--- src/rtl/pes_pkg.sv ---
package pes_pkg;

    // Integer predicate selector codes
    localparam logic [2:0] SEL_ALL    = 3'b000;
    localparam logic [2:0] SEL_ONEHOT = 3'b001;

    // Bit positions of the flags inside a 4-bit condition field
    localparam int FLAG_LT = 3;
    localparam int FLAG_GT = 2;
    localparam int FLAG_EQ = 1;
    localparam int FLAG_SO = 0;

    localparam int CF_BITS = 4;

    typedef enum logic [1:0] {
        ACT_NONE  = 2'd0,
        ACT_ISSUE = 2'd1,
        ACT_ZERO  = 2'd2,
        ACT_SKIP  = 2'd3
    } act_e;

endpackage

--- src/rtl/pes_int_mask.sv ---
module pes_int_mask
    import pes_pkg::*;
#(
    parameter int MAX_VL = 64,
    parameter int REG_W  = 64
) (
    input  logic [2:0]        sel,
    input  logic [REG_W-1:0]  r3,
    input  logic [REG_W-1:0]  r10,
    input  logic [REG_W-1:0]  r30,
    output logic [MAX_VL-1:0] mask
);

    for (genvar i = 0; i < MAX_VL; i++) begin : g_bit
        logic src_bit;
        logic onehot_hit;

        if (i < REG_W) begin : g_in
            assign src_bit = (sel[2:1] == 2'd1) ? r3[i] :
                             (sel[2:1] == 2'd2) ? r10[i] : r30[i];
        end else begin : g_out
            assign src_bit = 1'b0;
        end

        assign onehot_hit = (r3 == REG_W'(i));

        assign mask[i] = (sel == SEL_ALL)    ? 1'b1 :
                         (sel == SEL_ONEHOT) ? onehot_hit :
                                               (src_bit ^ sel[0]);
    end

endmodule

--- src/rtl/pes_cond_mask.sv ---
module pes_cond_mask
    import pes_pkg::*;
#(
    parameter int MAX_VL = 64
) (
    input  logic [2:0]                sel,
    input  logic [CF_BITS*MAX_VL-1:0] fields,
    output logic [MAX_VL-1:0]         mask
);

    for (genvar i = 0; i < MAX_VL; i++) begin : g_fld
        logic [CF_BITS-1:0] nib;
        logic               flag;

        assign nib = fields[CF_BITS*i +: CF_BITS];

        always_comb begin
            case (sel[2:1])
                2'd0:    flag = nib[FLAG_LT];
                2'd1:    flag = nib[FLAG_GT];
                2'd2:    flag = nib[FLAG_EQ];
                default: flag = nib[FLAG_SO];
            endcase
        end

        assign mask[i] = flag ^ sel[0];
    end

endmodule

--- src/rtl/pes_step_ctrl.sv ---
module pes_step_ctrl
    import pes_pkg::*;
#(
    parameter int MAX_VL = 64,
    parameter int VL_W   = $clog2(MAX_VL + 1),
    parameter int IDX_W  = $clog2(MAX_VL)
) (
    input  logic              clk,
    input  logic              rst_n,
    input  logic              start,
    input  logic [VL_W-1:0]   vec_len,
    input  logic [1:0]        subvec_code,
    input  logic              zero_en,
    input  logic [MAX_VL-1:0] mask_in,
    output logic              busy,
    output logic              elem_valid,
    output logic              elem_zero,
    output logic              elem_skip,
    output logic [IDX_W-1:0]  elem_idx,
    output logic [1:0]        sub_idx,
    output logic              done
);

    typedef struct packed {
        logic              busy;
        logic              done;
        logic [IDX_W-1:0]  idx;
        logic [1:0]        sub;
        logic [IDX_W-1:0]  last_idx;
        logic [1:0]        sv_code;
        logic              zen;
        logic [MAX_VL-1:0] mask;
    } seq_t;

    seq_t st_d, st_q;

    logic [VL_W-1:0] eff_len;
    logic            last_sub;
    logic            last_elem;
    logic            pbit;
    act_e            act;

    assign eff_len   = (vec_len > VL_W'(MAX_VL)) ? VL_W'(MAX_VL) : vec_len;
    assign last_sub  = (st_q.sub == st_q.sv_code);
    assign last_elem = (st_q.idx == st_q.last_idx);

    always_comb begin
        st_d      = st_q;
        st_d.done = 1'b0;
        if (!st_q.busy) begin
            if (start) begin
                if (eff_len == '0) begin
                    st_d.done = 1'b1;
                end else begin
                    st_d.busy     = 1'b1;
                    st_d.idx      = '0;
                    st_d.sub      = '0;
                    st_d.last_idx = IDX_W'(eff_len - VL_W'(1));
                    st_d.sv_code  = subvec_code;
                    st_d.zen      = zero_en;
                    st_d.mask     = mask_in;
                end
            end
        end else if (last_sub) begin
            st_d.sub = '0;
            if (last_elem) begin
                st_d.busy = 1'b0;
                st_d.done = 1'b1;
            end else begin
                st_d.idx = st_q.idx + IDX_W'(1);
            end
        end else begin
            st_d.sub = st_q.sub + 2'd1;
        end
    end

    always_ff @(posedge clk or negedge rst_n) begin
        if (!rst_n) st_q <= '0;
        else        st_q <= st_d;
    end

    assign pbit = st_q.mask[st_q.idx];

    always_comb begin
        if (!st_q.busy)    act = ACT_NONE;
        else if (pbit)     act = ACT_ISSUE;
        else if (st_q.zen) act = ACT_ZERO;
        else               act = ACT_SKIP;
    end

    assign busy       = st_q.busy;
    assign done       = st_q.done;
    assign elem_valid = (act == ACT_ISSUE);
    assign elem_zero  = (act == ACT_ZERO);
    assign elem_skip  = (act == ACT_SKIP);
    assign elem_idx   = st_q.idx;
    assign sub_idx    = st_q.sub;

    p_sub_bound_r6: assert property (@(posedge clk) disable iff (!rst_n)
        busy |-> (sub_idx <= st_q.sv_code));

    p_group_same_r6: assert property (@(posedge clk) disable iff (!rst_n)
        (busy && sub_idx != 2'd0) |-> ($stable(elem_valid) && $stable(elem_zero) && $stable(elem_idx)));

    p_step_order_r1: assert property (@(posedge clk) disable iff (!rst_n)
        (busy && !last_sub) |=> (busy && elem_idx == $past(elem_idx) && sub_idx == $past(sub_idx) + 2'd1));

    p_one_action_r2: assert property (@(posedge clk) disable iff (!rst_n)
        busy |-> $onehot({elem_valid, elem_zero, elem_skip}));

    p_done_after_last_r9: assert property (@(posedge clk) disable iff (!rst_n)
        (busy && last_sub && last_elem) |=> (done && !busy));

    p_done_pulse_r9: assert property (@(posedge clk) disable iff (!rst_n)
        done |=> !done);

    p_empty_run_r8: assert property (@(posedge clk) disable iff (!rst_n)
        (!busy && start && vec_len == '0) |=> (done && !busy));

    p_busy_start_ignored_r10: assert property (@(posedge clk) disable iff (!rst_n)
        (busy && start && !(last_sub && last_elem)) |=> (busy && $stable(st_q.last_idx) && $stable(st_q.mask)));

endmodule

--- src/rtl/pred_elem_seq.sv ---
module pred_elem_seq
    import pes_pkg::*;
#(
    parameter int MAX_VL = 64,
    parameter int REG_W  = 64,
    localparam int VL_W  = $clog2(MAX_VL + 1),
    localparam int IDX_W = $clog2(MAX_VL),
    localparam int CF_W  = CF_BITS * MAX_VL
) (
    input  logic              clk,
    input  logic              rst_n,
    input  logic              start,
    input  logic [VL_W-1:0]   vec_len,
    input  logic [1:0]        subvec_code,
    input  logic              pred_kind,
    input  logic [2:0]        pred_sel,
    input  logic              zero_en,
    input  logic [REG_W-1:0]  src_r3,
    input  logic [REG_W-1:0]  src_r10,
    input  logic [REG_W-1:0]  src_r30,
    input  logic [CF_W-1:0]   cond_fields,
    output logic              busy,
    output logic              elem_valid,
    output logic              elem_zero,
    output logic              elem_skip,
    output logic [IDX_W-1:0]  elem_idx,
    output logic [1:0]        sub_idx,
    output logic              done
);

    logic [MAX_VL-1:0] int_mask;
    logic [MAX_VL-1:0] cond_mask;
    logic [MAX_VL-1:0] sel_mask;

    pes_int_mask #(.MAX_VL(MAX_VL), .REG_W(REG_W)) u_int_mask (
        .sel  (pred_sel),
        .r3   (src_r3),
        .r10  (src_r10),
        .r30  (src_r30),
        .mask (int_mask)
    );

    pes_cond_mask #(.MAX_VL(MAX_VL)) u_cond_mask (
        .sel    (pred_sel),
        .fields (cond_fields),
        .mask   (cond_mask)
    );

    assign sel_mask = pred_kind ? cond_mask : int_mask;

    pes_step_ctrl #(.MAX_VL(MAX_VL), .VL_W(VL_W), .IDX_W(IDX_W)) u_step (
        .clk         (clk),
        .rst_n       (rst_n),
        .start       (start),
        .vec_len     (vec_len),
        .subvec_code (subvec_code),
        .zero_en     (zero_en),
        .mask_in     (sel_mask),
        .busy        (busy),
        .elem_valid  (elem_valid),
        .elem_zero   (elem_zero),
        .elem_skip   (elem_skip),
        .elem_idx    (elem_idx),
        .sub_idx     (sub_idx),
        .done        (done)
    );

    p_identity_r12: assert property (@(posedge clk) disable iff (!rst_n)
        (!busy && start && !pred_kind && pred_sel == SEL_ALL && vec_len == VL_W'(1) && subvec_code == 2'd0)
        |=> (busy && elem_valid && elem_idx == '0 && sub_idx == 2'd0));

endmodule

--- config.mk ---
export PLATFORM = sky130hd
export DESIGN_NAME = pred_elem_seq
export DESIGN_NICKNAME = d
export VERILOG_FILES = /design/src/rtl/pes_pkg.sv /design/src/rtl/pes_int_mask.sv /design/src/rtl/pes_cond_mask.sv /design/src/rtl/pes_step_ctrl.sv /design/src/rtl/pred_elem_seq.sv
export SDC_FILE = /design/constraint.sdc
export NUM_CORES = 1
export LEC_CHECK = 0
export ABC_AREA = 1
export BUFFER_PORTS_ARGS = -buffer_cell sky130_fd_sc_hd__buf_2
export CORE_AREA = 2 2 185 187
export CTS_BUF_LIST = sky130_fd_sc_hd__clkbuf_8
export DETAILED_ROUTE_END_ITERATION = 10
export DIE_AREA = 0 0 187 189
export GPL_TIMING_DRIVEN = 0
export PLACE_DENSITY = 0.69
export SETUP_SLACK_MARGIN = 0.5
export SYNTH_ARGS = -nofsm -noshare
export SYNTH_HDL_FRONTEND = slang
export SYNTH_SLANG_ARGS = --single-unit
--- constraint.sdc ---
create_clock -name clk -period 2 [get_ports clk]
set_input_delay 0.3 -clock clk [delete_from_list [all_inputs] [get_ports clk]]
set_output_delay 0.3 -clock clk [all_outputs]
set_load 0.1 [all_outputs]
==> results of run 1 <==
## what timing repair did
item                       in CTS  in global routing
resized for setup             262                264
setup endpoints to repair      93                 89
hold endpoints to repair       13                  0
buffers inserted               32                 16
hold buffers                    1                  0
pin swaps                      31                 38
cloned                          5                  8
## kinds of logic (layout without fill, tap and decap cells)
kind of cell / count (synthesis) / count (layout) / synth area share (%)
flip-flops: 83 / 83 / 19.01
buffers and inverters: 260 / 815 / 9.769
XOR/XNOR: 9 / 9 / 0.7215
other: 0 / 3 / 0
adder cells (fa/ha/maj): 2 / 2 / 0.2290
AO/OA/AOI/OAI: 368 / 368 / 18.09
AND/OR/NAND/NOR: 1374 / 1374 / 52.18
## area by class of cell
| cell class | instances | share of cell area (%) |
|---|---|---|
| buffer | 164 | 7.251 |
| antenna | 3 | 0.04390 |
| tap | 448 | 3.278 |
| sequential | 83 | 12.20 |
| clock inverter | 7 | 0.4463 |
| inverter | 96 | 2.334 |
| clock buffer | 9 | 0.7243 |
| timing repair buffer | 539 | 19.68 |
| multi-input combinational | 1753 | 54.04 |
## cells in the mapped netlist
cell	instances	area, sq um
a21oi_1	147	735.7
and3_1	1	6.260
buf_1	28	105.1
buf_2	40	200.2
buf_4	11	82.58
clkbuf_1	85	319.1
clkinv_1	2	7.510
dfrtp_1	83	2077
ha_1	2	25.02
inv_1	88	330.3
inv_2	6	22.52
nand2_1	694	2605
nand3_1	290	1451
nand4_1	46	287.8
nor2_1	319	1197
nor2_2	3	18.77
nor2_4	1	11.26
nor3_1	3	15.01
nor3b_1	1	7.510
nor4_1	1	6.260
o211ai_1	54	405.4
o21ai_0	131	655.6
o21ai_1	36	180.2
or2_0	9	56.30
or2_2	6	37.54
xnor2_1	6	52.55
xor2_1	3	26.28
## cell usage in the layout (no fill, tap or decap), types with 21 or more instances in the layout
cell type	count
nand2_1	662
buf_2	472
nand3_1	272
nor2_1	237
o21ai_0	115
a21oi_2	108
inv_1	84
dfrtp_1	77
nor2_4	73
o211ai_1	54
nand4_1	46
o21ai_1	45
buf_4	44
buf_6	40
clkbuf_2	36
clkbuf_1	34
a21oi_1	24
nand2_2	21
## stage by stage
step	cells	instance area, sq um	utilization, %
floorplan	2096	11440	-
global route	3100	17100	51.37
finish	3102	17100	51.39
global placement	3020	14390	43.23
detailed placement	3021	14420	43.32
CTS	3075	15890	47.74
## how the worst min path moves through the flow
stage                    start              end  slack, ns  cells after the start
2_1_floorplan            rst_n      u_step.done      0.004                      0
6_report        subvec_code[0]  u_step.st_q[65]       0.11                      3
4_1_cts         subvec_code[0]  u_step.st_q[65]       0.11                      3
3_3_place_gp   u_step.st_q[68]  u_step.st_q[68]       0.48                      2
3_5_place_dp             rst_n  u_step.st_q[64]       0.17                      1
5_1_grt         subvec_code[1]  u_step.st_q[66]       0.13                      3
## per-layer routing
metal	up-vias	track usage (%)	routed length [um]
li1	7992	-	-
met3	179	4.393	4932
met5	-	0	0
met1	7707	38.19	23990
met4	0	12.82	2782
met2	909	54.65	28650
## report_power, final
part / total [mW] / internal (mW) / switching (mW)
clock network: 1.31 / 0.586 / 0.724
logic: 10.1 / 4.16 / 5.92
registers: 3.51 / 2.53 / 0.984
## registers in the layout (all words and copies together), names as in the netlist
register         count
u_step.sub_idx       2
u_step.elem_idx      6
u_step.done          1
u_step.busy          1
u_step.st_q         73
## worst max-delay path, cell delays in order, from the launching register on
cell and delay [ns]:
dfrtp_2 0.47, buf_8 0.18, buf_8 0.16, nand2_1 0.06, nand3_1 0.09, a21oi_2 0.06, nor2_1 0.12, nand2_2 0.11
nand3_4 0.13, nand3_4 0.10, nor2_4 0.12, buf_12 0.18
==> flow_summary_export.csv, run 1 <==
group,metric,value,unit
global_route,antenna_found_initial,2,
clock_network,cts_root_buf,"clkbuf_8",
sta,hold_slack,0.1089,ns
sta,tightest_slew,0.6616,ns
sta,rsz0062_at_grt,"yes",
place,dpl_worst_slack,-0.5339,ns
clock_network,clk_latency,0.40,ns
final_layout,fin_nets,3113,
pwr,p_leak,7.841,nW
worst_setup_path,reg2reg_depth,10,
synthesis,ys_seq_elements,83,
final_layout,n_fill_cell,3349,
sta,setup_viol,3,
sta,finalHoldViolations,0,
sta,clock_skew,0.01013,ns
die,core-area,0.03328,sq mm
detailed_routing,antenna_left,0,
synthesis,ys_seq_area_share,19.01,%
detailed_routing,routed_via_density,5.412,
worst_setup_path,cp-end-kind,"output port",
sta,slew_headroom,55.73,%
die,core.rowCount,67,
run_status,status,"complete, but fails checks",
pwr,ir_worst_vdd,0.0009194,V
pwr,p_per_area,871.5,mW/mm^2
detailed_routing,vias,16790,
pwr,total_power,14.90,mW
worst_setup_path,path_class,"reg -> out",
clock_network,tritoncts,"done",
detailed_routing,wire_per_inst,19.46,um
final_layout,seq_area,0.002087,sq mm
run_status,violations,"setup timing",
synthesis,syn-cell-area,0.01093,sq mm
run,drv_cap,0,
clock_network,clock_sinks,83,
synthesis,yosys_warnings,0,
detailed_routing,drtIter0Drc,1674,
sta,layout_setup_ws,-0.4879,ns
sta,max_freq,402.0,MHz
sta,setup_tns,-1.460,ns
place,hpwlAfterDp,45870,um
synthesis,netlist-cell-type-count,27,
sta,period_share,124.4,%
worst_setup_path,crit_path_start,"u_step.elem_idx[0]",
die,dieArea,0.03534,sq mm
global_route,grtUsageTotal,31.11,%
synthesis,syn_inst,2096,
detailed_routing,drc,0,
place,globalplace.congestion,0.9858,
global_route,grt_first_pass_wirelength,85570,um
worst_setup_path,r2r-start,"u_step.elem_idx[0]",
hold_path,hp-class,"in -> reg",
worst_setup_path,cp_max_fo,10,
sta,fin_crit,2.488,ns
clock_network,htreeDepth,3,
clock_network,path_clk_slew,0.09,ns
global_route,grt_pass1_vias,15450,
clock_network,cts_buffers,9,
die,dieHeight,189,um
worst_setup_path,cp.required,1.70,ns
detailed_routing,routed_wirelength,60360,um
die,fp.dieW,187,um
worst_setup_path,ff2ff_setup_slack,0.27,ns
sta,slew_viol_final,0,
clock_network,clk_path_buf_depth,2,
synthesis,syn_nets,2563,
die,io_pins,478,
final_layout,drive_gt1_share,36.29,%
global_route,grt_overflow,0,
global_route,grt_max_degree,71,
detailed_routing,first_pass_iters,6,
synthesis,syn_avg_cell_area,5.213,sq um
worst_setup_path,r2r_end,"u_step.elem_idx[3]",
worst_setup_path,start_kind,"flop",
final_layout,multi_input_area,0.009241,sq mm
final_layout,area_delta_synth_final,56.53,%
worst_setup_path,arrival,2.19,ns
worst_setup_path,endpoint,"elem_zero",
die,start_util,32.83,%
place,numPortBuffers,476,
(Power assumes the default switching activity.)
==> inputs of run 2 (changes only) <==
--- a/config.mk
+++ b/config.mk
@@ -5,14 +5,14 @@
 export SDC_FILE = /design/constraint.sdc
 export NUM_CORES = 1
 export LEC_CHECK = 0
-export ABC_AREA = 1
+export ABC_AREA = 0
 export BUFFER_PORTS_ARGS = -buffer_cell sky130_fd_sc_hd__buf_2
-export CORE_AREA = 2 2 185 187
+export CORE_AREA = 2 2 188 190
 export CTS_BUF_LIST = sky130_fd_sc_hd__clkbuf_8
 export DETAILED_ROUTE_END_ITERATION = 10
-export DIE_AREA = 0 0 187 189
+export DIE_AREA = 0 0 190 192
 export GPL_TIMING_DRIVEN = 0
-export PLACE_DENSITY = 0.69
+export PLACE_DENSITY = 0.63
 export SETUP_SLACK_MARGIN = 0.5
 export SYNTH_ARGS = -nofsm -noshare
 export SYNTH_HDL_FRONTEND = slang
==> flow_summary_export.csv, run 2 <==
group,metric,value,unit
sta,setup_viol,3,
sta,hold_slack,0.1546,ns
die,dieHeight,192,um
detailed_routing,wire_per_inst,24.13,um
hold_path,holdPathStages,3,
clock_network,clk_latency,0.39,ns
synthesis,yosys-top-cells-area,"dfrtp_1, mux4_2, xnor2_1, mux2i_1, xor2_1",
final_layout,fin_nets,2062,
worst_setup_path,cp-end-kind,"output port",
worst_setup_path,ff2ff_setup_slack,0.05,ns
hold_path,hp-class,"in -> reg",
worst_setup_path,cp.required,1.70,ns
sta,setup_tns,-2.994,ns
synthesis,ys_async_sr_fraction,100.0,%
synthesis,netlist-cell-type-count,53,
worst_setup_path,r2r-start,"u_step.elem_idx[0]",
synthesis,yosys_warnings,0,
worst_setup_path,reg2reg_depth,8,
final_layout,regMostFlops,"u_step.st_q",
die,dieArea,0.03648,sq mm
clock_network,path_clk_slew,0.09,ns
place,hpwlAfterDp,39820,um
die,fp.dieW,190,um
final_layout,fin_util,47.17,%
synthesis,synth_area_leader_cell,"dfrtp_1",
global_route,grt_overflow,0,
die,start_util,28.06,%
pwr,p_leak,6.834,nW
pwr,p_per_area,792.5,mW/mm^2
hold_path,min_from,"zero_en",
clock_network,clk_path_buf_depth,2,
worst_setup_path,arrival,2.72,ns
sta,clock_skew,0.02383,ns
run_status,violations,"setup timing",
synthesis,yosysMostFrequentCell,"xnor2_1",
synthesis,synth_top_area_share,21.59,%
clock_network,cts_root_buf,"clkbuf_8",
synthesis,syn-cell-area,0.009620,sq mm
sta,max_freq,331.5,MHz
synthesis,syn_inst,1049,
synthesis,syn_avg_cell_area,9.171,sq um
sta,rsz0062_at_grt,"yes",
clock_network,cts_buffers,9,
synthesis,netlist_top_cells_count,"xnor2_1, nand2_1, dfrtp_1",
pwr,ir_worst_vdd,0.001100,V
synthesis,syn_nets,1516,
die,core.rowCount,68,
detailed_routing,first_pass_iters,6,
final_layout,final_cell_mix,"buf_2, xnor2_1, dfrtp_1",
final_layout,n_fill_cell,3198,
sta,slew_headroom,47.32,%
die,io_pins,478,
run,drv_cap,0,
sta,period_share,150.8,%
final_layout,seq_area,0.002087,sq mm
detailed_routing,routed_via_density,5.365,
hold_path,hold_end,"u_step.st_q[64]",
global_route,grtUsageTotal,26.48,%
final_layout,final_common_cell,"buf_2",
place,dpl_worst_slack,-1.079,ns
detailed_routing,antenna_left,0,
final_layout,area_delta_synth_final,68.11,%
detailed_routing,routed_wirelength,49710,um
place,globalplace.congestion,0.9339,
synthesis,ys_seq_elements,83,
synthesis,ys_seq_area_share,21.59,%
global_route,antenna_found_initial,5,
final_layout,largest_reg_flops,73,
final_layout,drive_gt1_share,60.25,%
global_route,grt_max_degree,65,
final_layout,multi_input_area,0.008633,sq mm
sta,layout_setup_ws,-1.017,ns
sta,tightest_slew,0.7842,ns
global_route,grt_pass1_vias,11440,
synthesis,synth_flop_cell,"dfrtp_1",
clock_network,clock_sinks,83,
run_status,status,"complete, but fails checks",
die,core-area,0.03429,sq mm
worst_setup_path,cp_max_fo,5,
global_route,grt_first_pass_wirelength,71240,um
worst_setup_path,start_kind,"flop",
sta,fin_crit,3.017,ns
synthesis,synth-edff-count,0,
detailed_routing,vias,11050,
detailed_routing,drtIter0Drc,747,
place,numPortBuffers,473,
sta,finalHoldViolations,0,
worst_setup_path,r2r_end,"u_step.elem_idx[4]",
worst_setup_path,path_class,"reg -> out",
sta,slew_viol_final,0,
detailed_routing,drc,0,
clock_network,tritoncts,"done",
clock_network,htreeDepth,3,
-- run 2: critical path, cell delays in order (launching register included) --
cell and delay, ns:
dfrtp_2 0.47, buf_12 0.16, mux4_2 0.51, mux2_4 0.28, o21ai_2 0.10, o21ai_1 0.07
a32o_2 0.28, nor3b_4 0.25, buf_12 0.20
-- run 2: layout make-up --
cell class	instances	area share [%]
multi-input combinational	846	53.38
clock buffer	10	0.8510
antenna	5	0.07736
timing repair buffer	535	21.55
tap	455	3.520
inverter	7	0.1625
sequential	83	12.90
buffer	113	7.257
clock inverter	6	0.3017
-- run 2: through the flow --
stage	power [mW]	std cells	area (sq um)
2_1_floorplan	7.635	1049	10060
3_3_place_gp	9.400	1977	13000
3_5_place_dp	9.507	1978	13030
4_1_cts	12.27	2044	15610
5_1_grt	13.46	2060	16170
6_report	12.82	2060	16170
-- run 2: worst max-delay path by stage --
stage / startpoint / end / slack (ns) / cells past startpoint
2_1_floorplan: u_step.elem_idx[0] / elem_skip / -0.85 / 7
3_3_place_gp: u_step.elem_idx[1] / elem_skip / -1.08 / 8
3_5_place_dp: u_step.elem_idx[2] / elem_skip / -1.08 / 9
4_1_cts: u_step.elem_idx[0] / elem_skip / -1.02 / 8
5_1_grt: u_step.elem_idx[0] / elem_skip / -1.12 / 8
6_report: u_step.elem_idx[0] / elem_skip / -1.02 / 8
-- run 2: per-layer routing --
layer | wire (um) | part of all wire [%] | vias up | global-route usage (%)
met1 | 20200 | 41 | 5473 | 33.68
met3 | 3092 | 6.2 | 86 | 4.751
met5 | 0 | 0 | - | 0
met2 | 24480 | 49 | 494 | 45.06
li1 | - | - | 4998 | -
met4 | 1930 | 3.9 | 0 | 9.362
-- run 2: cell families (layout without fill, tap and decap cells) --
logic type,count (synthesis),count (layout),synth area share [%]
xor gates and xnor gates,175,175,15.93
DFF,83,83,21.59
other,0,5,0
adders and majority gates,2,2,0.2601
buffers and inverters,120,671,6.204
and+or+nand+nor,258,258,12.49
AOI/OAI and AO/OA,259,259,17.65
muxes,152,152,25.88
-- run 2: what timing repair did --
| item | in CTS | in global routing |
|---|---|---|
| resized for setup | 380 | 104 |
| hold buffers | 1 | 0 |
| setup buffers | 32 | 7 |
| cloned | 17 | 4 |
| endpoints found under the hold margin | 19 | 0 |
| setup endpoints to repair | 93 | 88 |
| pin swaps | 59 | 44 |
-- run 2: power by group --
group	internal, mW	switching (mW)	leakage (nW)
combinational	4.06	4.29	5.76
clock	0.499	0.712	0.0908
sequential	2.50	0.754	0.986
total	7.06	5.75	6.83
